===== config.mk =====
export PLATFORM = sky130hd
export DESIGN_NAME = ulpi_rxcmd_gen
export DESIGN_NICKNAME = d
export VERILOG_FILES = /design/src/rtl/rxcmd_pkg.sv /design/src/rtl/rxcmd_edge_mask.sv /design/src/rtl/rxcmd_stat_fmt.sv /design/src/rtl/rxcmd_seq.sv /design/src/rtl/ulpi_rxcmd_gen.sv
export SDC_FILE = /design/constraint.sdc
export NUM_CORES = 1
export LEC_CHECK = 0
export ABC_AREA = 0
export BUFFER_PORTS_ARGS = -buffer_cell sky130_fd_sc_hd__buf_2
export CAP_MARGIN = 20
export CORE_MARGIN = 2
export CORE_UTILIZATION = 42
export CTS_CLUSTER_DIAMETER = 30
export DETAILED_ROUTE_END_ITERATION = 16
export GPL_TIMING_DRIVEN = 0
export PLACE_DENSITY = 0.79
export SLEW_MARGIN = 25
export SYNTH_ARGS = -nofsm -noshare
export SYNTH_HDL_FRONTEND = slang
export SYNTH_HIERARCHICAL = 1
export SYNTH_SLANG_ARGS = --single-unit

===== constraint.sdc =====
create_clock -name clk -period 1.9 [get_ports clk]
set_clock_uncertainty 0.2 [all_clocks]
set_input_delay 0.38 -clock clk [delete_from_list [all_inputs] [get_ports clk]]
set_output_delay 0.38 -clock clk [all_outputs]
set_load 0.005 [all_outputs]

===== src/rtl/rxcmd_pkg.sv =====
`timescale 1ns/1ps
package rxcmd_pkg;
   typedef enum logic [1:0] {
      SQ_IDLE    = 2'd0,
      SQ_TURN_UP = 2'd1,
      SQ_SEND    = 2'd2,
      SQ_TURN_DN = 2'd3
   } seq_state_t;

   // Thermometer-style VBUS level code
   function automatic logic [1:0] vbus_encode(input logic a_vld,
                                              input logic s_vld,
                                              input logic s_end);
      if (a_vld)       return 2'b11;
      else if (s_vld)  return 2'b10;
      else if (!s_end) return 2'b01;
      else             return 2'b00;
   endfunction
endpackage


===== src/rtl/rxcmd_edge_mask.sv =====
`timescale 1ns/1ps
module rxcmd_edge_mask #(
   parameter int NCMP      = 3,
   parameter int LS_W      = 2,
   parameter int EV_W      = 2,
   parameter int BV_IDX    = 1,
   parameter bit HAS_FAULT = 1'b1
) (
   input  logic            clk,
   input  logic            rst_n,
   input  logic [LS_W-1:0] ls,
   input  logic [EV_W-1:0] ev,
   input  logic [NCMP-1:0] cmp,
   input  logic [NCMP-1:0] rise_en,
   input  logic [NCMP-1:0] fall_en,
   input  logic            alt_rise_en,
   input  logic            alt_fall_en,
   input  logic            fault,
   input  logic            fault_sel,
   output logic            trig,
   output logic            alt_trig
);
   logic [LS_W-1:0] ls_q;
   logic [EV_W-1:0] ev_q;
   logic [NCMP-1:0] cmp_q;
   logic [NCMP-1:0] hit;
   logic            fault_hit;

   // previous-value registers load the live inputs in reset: no spurious edge
   always_ff @(posedge clk) begin
      if (!rst_n) begin
         ls_q  <= ls;
         ev_q  <= ev;
         cmp_q <= cmp;
      end else begin
         ls_q  <= ls;
         ev_q  <= ev;
         cmp_q <= cmp;
      end
   end

   for (genvar g = 0; g < NCMP; g++) begin : g_cmp
      assign hit[g] = (cmp[g] & ~cmp_q[g] & rise_en[g]) |
                      (~cmp[g] & cmp_q[g] & fall_en[g]);
   end

   if (HAS_FAULT) begin : g_fault
      logic fault_q;
      always_ff @(posedge clk) begin
         fault_q <= fault;
      end
      assign fault_hit = fault_sel & (fault ^ fault_q) & rst_n;
   end else begin : g_nofault
      assign fault_hit = 1'b0;
   end

   assign alt_trig = (cmp[BV_IDX] & ~cmp_q[BV_IDX] & alt_rise_en) |
                     (~cmp[BV_IDX] & cmp_q[BV_IDX] & alt_fall_en);

   assign trig = (ls != ls_q) | (ev != ev_q) | (|hit) | fault_hit | alt_trig;
endmodule


===== src/rtl/rxcmd_stat_fmt.sv =====
`timescale 1ns/1ps
module rxcmd_stat_fmt
   import rxcmd_pkg::*;
#(
   parameter int NCMP      = 3,
   parameter int LS_W      = 2,
   parameter int EV_W      = 2,
   parameter bit HAS_FAULT = 1'b1,
   localparam int STAT_W   = LS_W + 2 + EV_W + 1
) (
   input  logic [LS_W-1:0]   ls,
   input  logic [EV_W-1:0]   ev,
   input  logic [NCMP-1:0]   cmp,
   input  logic              fault,
   input  logic              fault_sel,
   output logic [STAT_W-1:0] stat
);
   logic a_vld;

   if (HAS_FAULT) begin : g_fq
      assign a_vld = fault_sel ? (cmp[2] & ~fault) : cmp[2];
   end else begin : g_nfq
      assign a_vld = cmp[2];
   end

   assign stat = {1'b0, ev, vbus_encode(a_vld, cmp[1], cmp[0]), ls};
endmodule


===== src/rtl/rxcmd_seq.sv =====
`timescale 1ns/1ps
module rxcmd_seq
   import rxcmd_pkg::*;
#(
   parameter int BYTE_W  = 8,
   localparam int STAT_W = BYTE_W - 1
) (
   input  logic              clk,
   input  logic              rst_n,
   input  logic              trig,
   input  logic              alt_trig,
   input  logic [STAT_W-1:0] stat,
   input  logic              low_power,
   input  logic              reg_busy,
   output logic              dir,
   output logic              valid,
   output logic [BYTE_W-1:0] data,
   output logic              reg_abort
);
   seq_state_t state_q, state_d;
   logic       pend_q, alt_q;
   logic       want, load;

   assign want = (pend_q | trig) & ~low_power;
   assign load = want & ((state_q == SQ_TURN_UP) | (state_q == SQ_SEND));

   always_comb begin
      state_d = state_q;
      case (state_q)
         SQ_IDLE:    if (want) state_d = SQ_TURN_UP;
         SQ_TURN_UP: state_d = want ? SQ_SEND : SQ_TURN_DN;
         SQ_SEND:    state_d = want ? SQ_SEND : SQ_TURN_DN;
         SQ_TURN_DN: state_d = SQ_IDLE;
         default:    state_d = SQ_IDLE;
      endcase
   end

   always_ff @(posedge clk) begin
      if (!rst_n) begin
         state_q   <= SQ_IDLE;
         pend_q    <= 1'b0;
         alt_q     <= 1'b0;
         data      <= '0;
         valid     <= 1'b0;
         reg_abort <= 1'b0;
      end else begin
         state_q   <= state_d;
         reg_abort <= (state_q == SQ_IDLE) & want & reg_busy;
         if (low_power || load) begin
            pend_q <= 1'b0;
            alt_q  <= 1'b0;
         end else begin
            pend_q <= pend_q | trig;
            alt_q  <= alt_q | alt_trig;
         end
         if (load) begin
            data  <= {alt_q | alt_trig, stat};
            valid <= 1'b1;
         end else begin
            data  <= '0;
            valid <= 1'b0;
         end
      end
   end

   assign dir = (state_q != SQ_IDLE);
endmodule


===== src/rtl/ulpi_rxcmd_gen.sv =====
`timescale 1ns/1ps
module ulpi_rxcmd_gen #(
   parameter int NCMP      = 3,
   parameter int LS_W      = 2,
   parameter int EV_W      = 2,
   parameter int BV_IDX    = 1,
   parameter bit HAS_FAULT = 1'b1,
   localparam int VB_W     = 2,
   localparam int BYTE_W   = LS_W + VB_W + EV_W + 2
) (
   input  logic              clk,
   input  logic              rst_n,
   input  logic [LS_W-1:0]   line_state,
   input  logic [EV_W-1:0]   rx_event,
   input  logic [NCMP-1:0]   cmp_in,
   input  logic              fault_in,
   input  logic              fault_sel,
   input  logic [NCMP-1:0]   rise_en,
   input  logic [NCMP-1:0]   fall_en,
   input  logic              alt_rise_en,
   input  logic              alt_fall_en,
   input  logic              low_power,
   input  logic              reg_busy,
   output logic              dir,
   output logic              rxcmd_valid,
   output logic [BYTE_W-1:0] rxcmd_data,
   output logic              reg_abort
);
   if (BYTE_W != 8) begin : g_bad_width
      $error("status byte must total 8 bits");
   end
   if (NCMP != 3) begin : g_bad_ncmp
      $error("exactly three comparators are encoded");
   end
   if (BV_IDX >= NCMP) begin : g_bad_bv
      $error("session-valid index out of range");
   end

   logic              trig, alt_trig;
   logic [BYTE_W-2:0] stat;

   rxcmd_edge_mask #(
      .NCMP(NCMP), .LS_W(LS_W), .EV_W(EV_W),
      .BV_IDX(BV_IDX), .HAS_FAULT(HAS_FAULT)
   ) u_edge (
      .clk(clk), .rst_n(rst_n),
      .ls(line_state), .ev(rx_event), .cmp(cmp_in),
      .rise_en(rise_en), .fall_en(fall_en),
      .alt_rise_en(alt_rise_en), .alt_fall_en(alt_fall_en),
      .fault(fault_in), .fault_sel(fault_sel),
      .trig(trig), .alt_trig(alt_trig)
   );

   rxcmd_stat_fmt #(
      .NCMP(NCMP), .LS_W(LS_W), .EV_W(EV_W), .HAS_FAULT(HAS_FAULT)
   ) u_fmt (
      .ls(line_state), .ev(rx_event), .cmp(cmp_in),
      .fault(fault_in), .fault_sel(fault_sel), .stat(stat)
   );

   rxcmd_seq #(.BYTE_W(BYTE_W)) u_seq (
      .clk(clk), .rst_n(rst_n),
      .trig(trig), .alt_trig(alt_trig), .stat(stat),
      .low_power(low_power), .reg_busy(reg_busy),
      .dir(dir), .valid(rxcmd_valid), .data(rxcmd_data),
      .reg_abort(reg_abort)
   );
endmodule


==> flow_summary.yaml <==
floorplanning:
  rows: 16
  core_area_sq_um: 1940
  fp.dieH_um: 48.9
  ios: 32
  die_area_sq_um: 2400
  fp.dieW_um: 48.9
  start_util: 0.437
worst_setup_path:
  r2r_setup_slack_ns: -0.003
  r2r_start: "u_edge/cmp_q[1]$_DFF_P_"
  cp_slowest_cell: "or4_4"
  critPathMaxFanout: 4
  worst_setup_path_start_kind: "register"
  worstPathCellList: "nand3b_1 > o21ai_2 > or4_4 > o21bai_4 > nand2_2 > o221a_1"
  critical_path.top_delay_family: "simple AND/OR/NAND/NOR gates"
  crit_path_end_kind: "register"
  r2r-end: "u_seq/state_q[0]$_SDFFE_PN0P_"
  required_ns: 1.90
  cp_slowest_stage_delay_ns: 0.58
  worst-path-buf-inv: 0
  crit_start: "u_edge/cmp_q[1]$_DFF_P_"
  reg2reg_depth: 6
  crit_type: "register to register"
  worst-path-stages: 6
  endpoint: "u_seq/state_q[0]$_SDFFE_PN0P_"
  cp.arrival_ns: 1.91
drt:
  drtIter0Drc: 7
  num_vias: 668
  wirelength_um: 1640
  dr.pass1.iters: 4
  viasPerCell: 4.70
  wl_per_cell_um: 11.5
  ant_nets: 0
  drcViolationCount: 0
pwr:
  p_switching_uw: 359
  power.density_nw_per_um2: 1030
  p_sw_frac: 0.311
  clkPwrFrac: 0.176
  ir_drop_mv: 0.664
  p_int_uw: 797
  p_leak_uw: 0.000531
  p_comb_frac: 0.328
  seqPwrFrac: 0.496
hold_path:
  hold_class: "input port to register"
  min_from: "cmp_in[0]"
sta:
  hold_viol: 0
  setup_ws_ns: -0.00282
  slew_violations: 0
  whs_ns: 0.0101
  final.period_utilization: 1.00
  rsz0062_at_grt: "yes"
  final.min_clock_period_ns: 1.90
  max_freq_ghz: 0.526
  final-setup-viol-count: 1
synthesis:
  synth-seq-cells: 22
  synth_cell_types: 26
  yosysMostFrequentCell: "dfxtp_1"
  synthTopCellsByArea: "dfxtp_1 (52%), nand3b_1 (5.3%), and2_1 (5.2%)"
  synth.avg_cell_area_sq_um: 10.6
  synth_edf_count: 0
  yosysTopAreaCell: "dfxtp_1"
  synth_commonest_cells: "dfxtp_1 (22), and2_1 (7), nand2_1 (7)"
  synth_area_sq_um: 848
  synthCells: 80
  synth_top_flop_cell: "dfxtp_1"
  synth_fp_nets: 103
  synth_warnings: 6
  synth_top_area_frac: 0.519
  ys_async_sr_fraction: 0
  seq_area_frac_synth: 0.519
layout:
  final_layout_size_suffix_gt1_frac: 0.504
  area_growth_pct: 32.7
  final_core_util: 0.580
  diodes: 0
  fin_nets: 140
global_routing:
  grt_pass1_vias: 678
  grt_pass1_wl_um: 2790
  grt_use_total: 0.155
  grt.overflow.total: 0
  antenna_found_initial: 0
  grt_start_max_net_pins: 12
placed_design:
  dp_hpwl_um: 1260
  place_ws_ns: -0.253
  place.gp.congestion: 0.671
  port_buffers: 31
outcome:
  violations: "setup timing"
  outcome: "finished, violations left"
cts:
  cts.sinks: 22
  numCtsBuffers: 3
  cts_tree: "yes"
  clk_transition_reported_paths_ns: 0.11
  root_buffer: "clkbuf_4"
  clock_path_buffers: 2
  htreeDepth: 1
  insertion_delay_ns: 0.30
flow_run:
  maxCapViolCount: 0
==> registers in the layout, indices dropped and copies added (netlist names) <==
name                    count
u_seq/reg_abort             1
u_edge/g_fault.fault_q      1
u_seq/valid                 1
u_edge/ev_q                 2
u_edge/ls_q                 2
u_seq/data                  8
u_seq/state_q               2
u_edge/cmp_q                3
u_seq/pend_q                1
u_seq/alt_q                 1
==> cell families (layout without fill, tap and decap cells) <==
family	Yosys count	in the layout	share of synthesized area
multiplexers	1	1	0.0118
XOR/XNOR	5	5	0.0516
flip-flops	22	22	0.519
AO/OA/AOI/OAI	9	9	0.103
buffers and inverters	9	44	0.0619
adder cells (fa/ha/maj)	2	2	0.0295
other	1	1	0.00442
AND/OR/NAND/NOR	31	31	0.218
==> power by group through the flow <==
| stage | Clock, uW | Sequential, uW | Combinational (uW) |
|---|---|---|---|
| final | 204 | 573 | 379 |
| after global routing | 231 | 581 | 430 |
| after CTS | 206 | 572 | 376 |
| after detailed placement | 0 | 578 | 349 |
| after global placement | 0 | 572 | 330 |
| after floorplan | 0 | 575 | 231 |
==> worst min-delay path by stage <==
stage / endpoint / slack [ns] / cells after the start
floorplan: u_edge/cmp_q[0]$_DFF_P_ / 0.21 / 0
global placement: u_seq/state_q[1]$_SDFFE_PN0P_ / 0.26 / 2
detailed placement: u_seq/state_q[1]$_SDFFE_PN0P_ / 0.29 / 2
CTS: u_edge/cmp_q[0]$_DFF_P_ / 0.01 / 1
global route: u_edge/cmp_q[0]$_DFF_P_ / 0.002 / 1
finish: u_edge/cmp_q[0]$_DFF_P_ / 0.01 / 1
==> area by class of cell <==
| type | count | area [sq um] |
|---|---|---|
| Fill cell | 190 | 816 |
| Sequential cell | 22 | 447 |
| Multi-Input combinational cell | 49 | 408 |
| Timing Repair Buffer | 32 | 163 |
| Buffer | 5 | 37.5 |
| Tap cell | 27 | 33.8 |
| Clock buffer | 3 | 22.5 |
| Inverter | 4 | 15.0 |
==> metal layers <==
metal,global-route usage,up-vias,part of all wire
li1,-,332,-
met1,0.184,304,0.45
met2,0.263,28,0.48
met3,0.0368,4,0.053
met4,0.0714,0,0.016
met5,0,-,0
==> layout by cell type, fill, tap and decap left out, drive strengths merged <==
| cell | count |
|---|---|
| ha | 2 |
| o21a | 1 |
| buf | 37 |
| xnor2 | 5 |
| nand4 | 1 |
| or4 | 1 |
| nor2 | 3 |
| conb | 1 |
| nand2b | 1 |
| o21ai | 2 |
| a21o | 1 |
| nor3 | 2 |
| o21bai | 1 |
| o2bb2ai | 1 |
| dfxtp | 22 |
| nand2 | 8 |
| o2111ai | 1 |
| clkbuf | 3 |
| and2 | 7 |
| mux2i | 1 |
| o211ai | 1 |
| nor3b | 2 |
| o221a | 1 |
| nand3b | 6 |
| inv | 4 |
==> timing repair <==
item,4_1_cts,5_1_grt
setup endpoints to repair,7,8
pin swaps,4,1
hold buffers,0,0
setup buffers,1,0
gates resized for setup,7,6
endpoints found under the hold margin,0,0
==> stage by stage <==
| step | setup TNS [ns] | std cells | total power (uW) | cell area (sq um) |
|---|---|---|---|---|
| floorplan | 0 | 80 | 806 | 852 |
| global placement | -1.65 | 138 | 902 | 1040 |
| detailed placement | -2.31 | 138 | 928 | 1040 |
| CTS | -0.00335 | 142 | 1150 | 1100 |
| global route | -0.428 | 142 | 1240 | 1130 |
| finish | -0.00282 | 142 | 1160 | 1130 |
(Power assumes the default switching activity.)
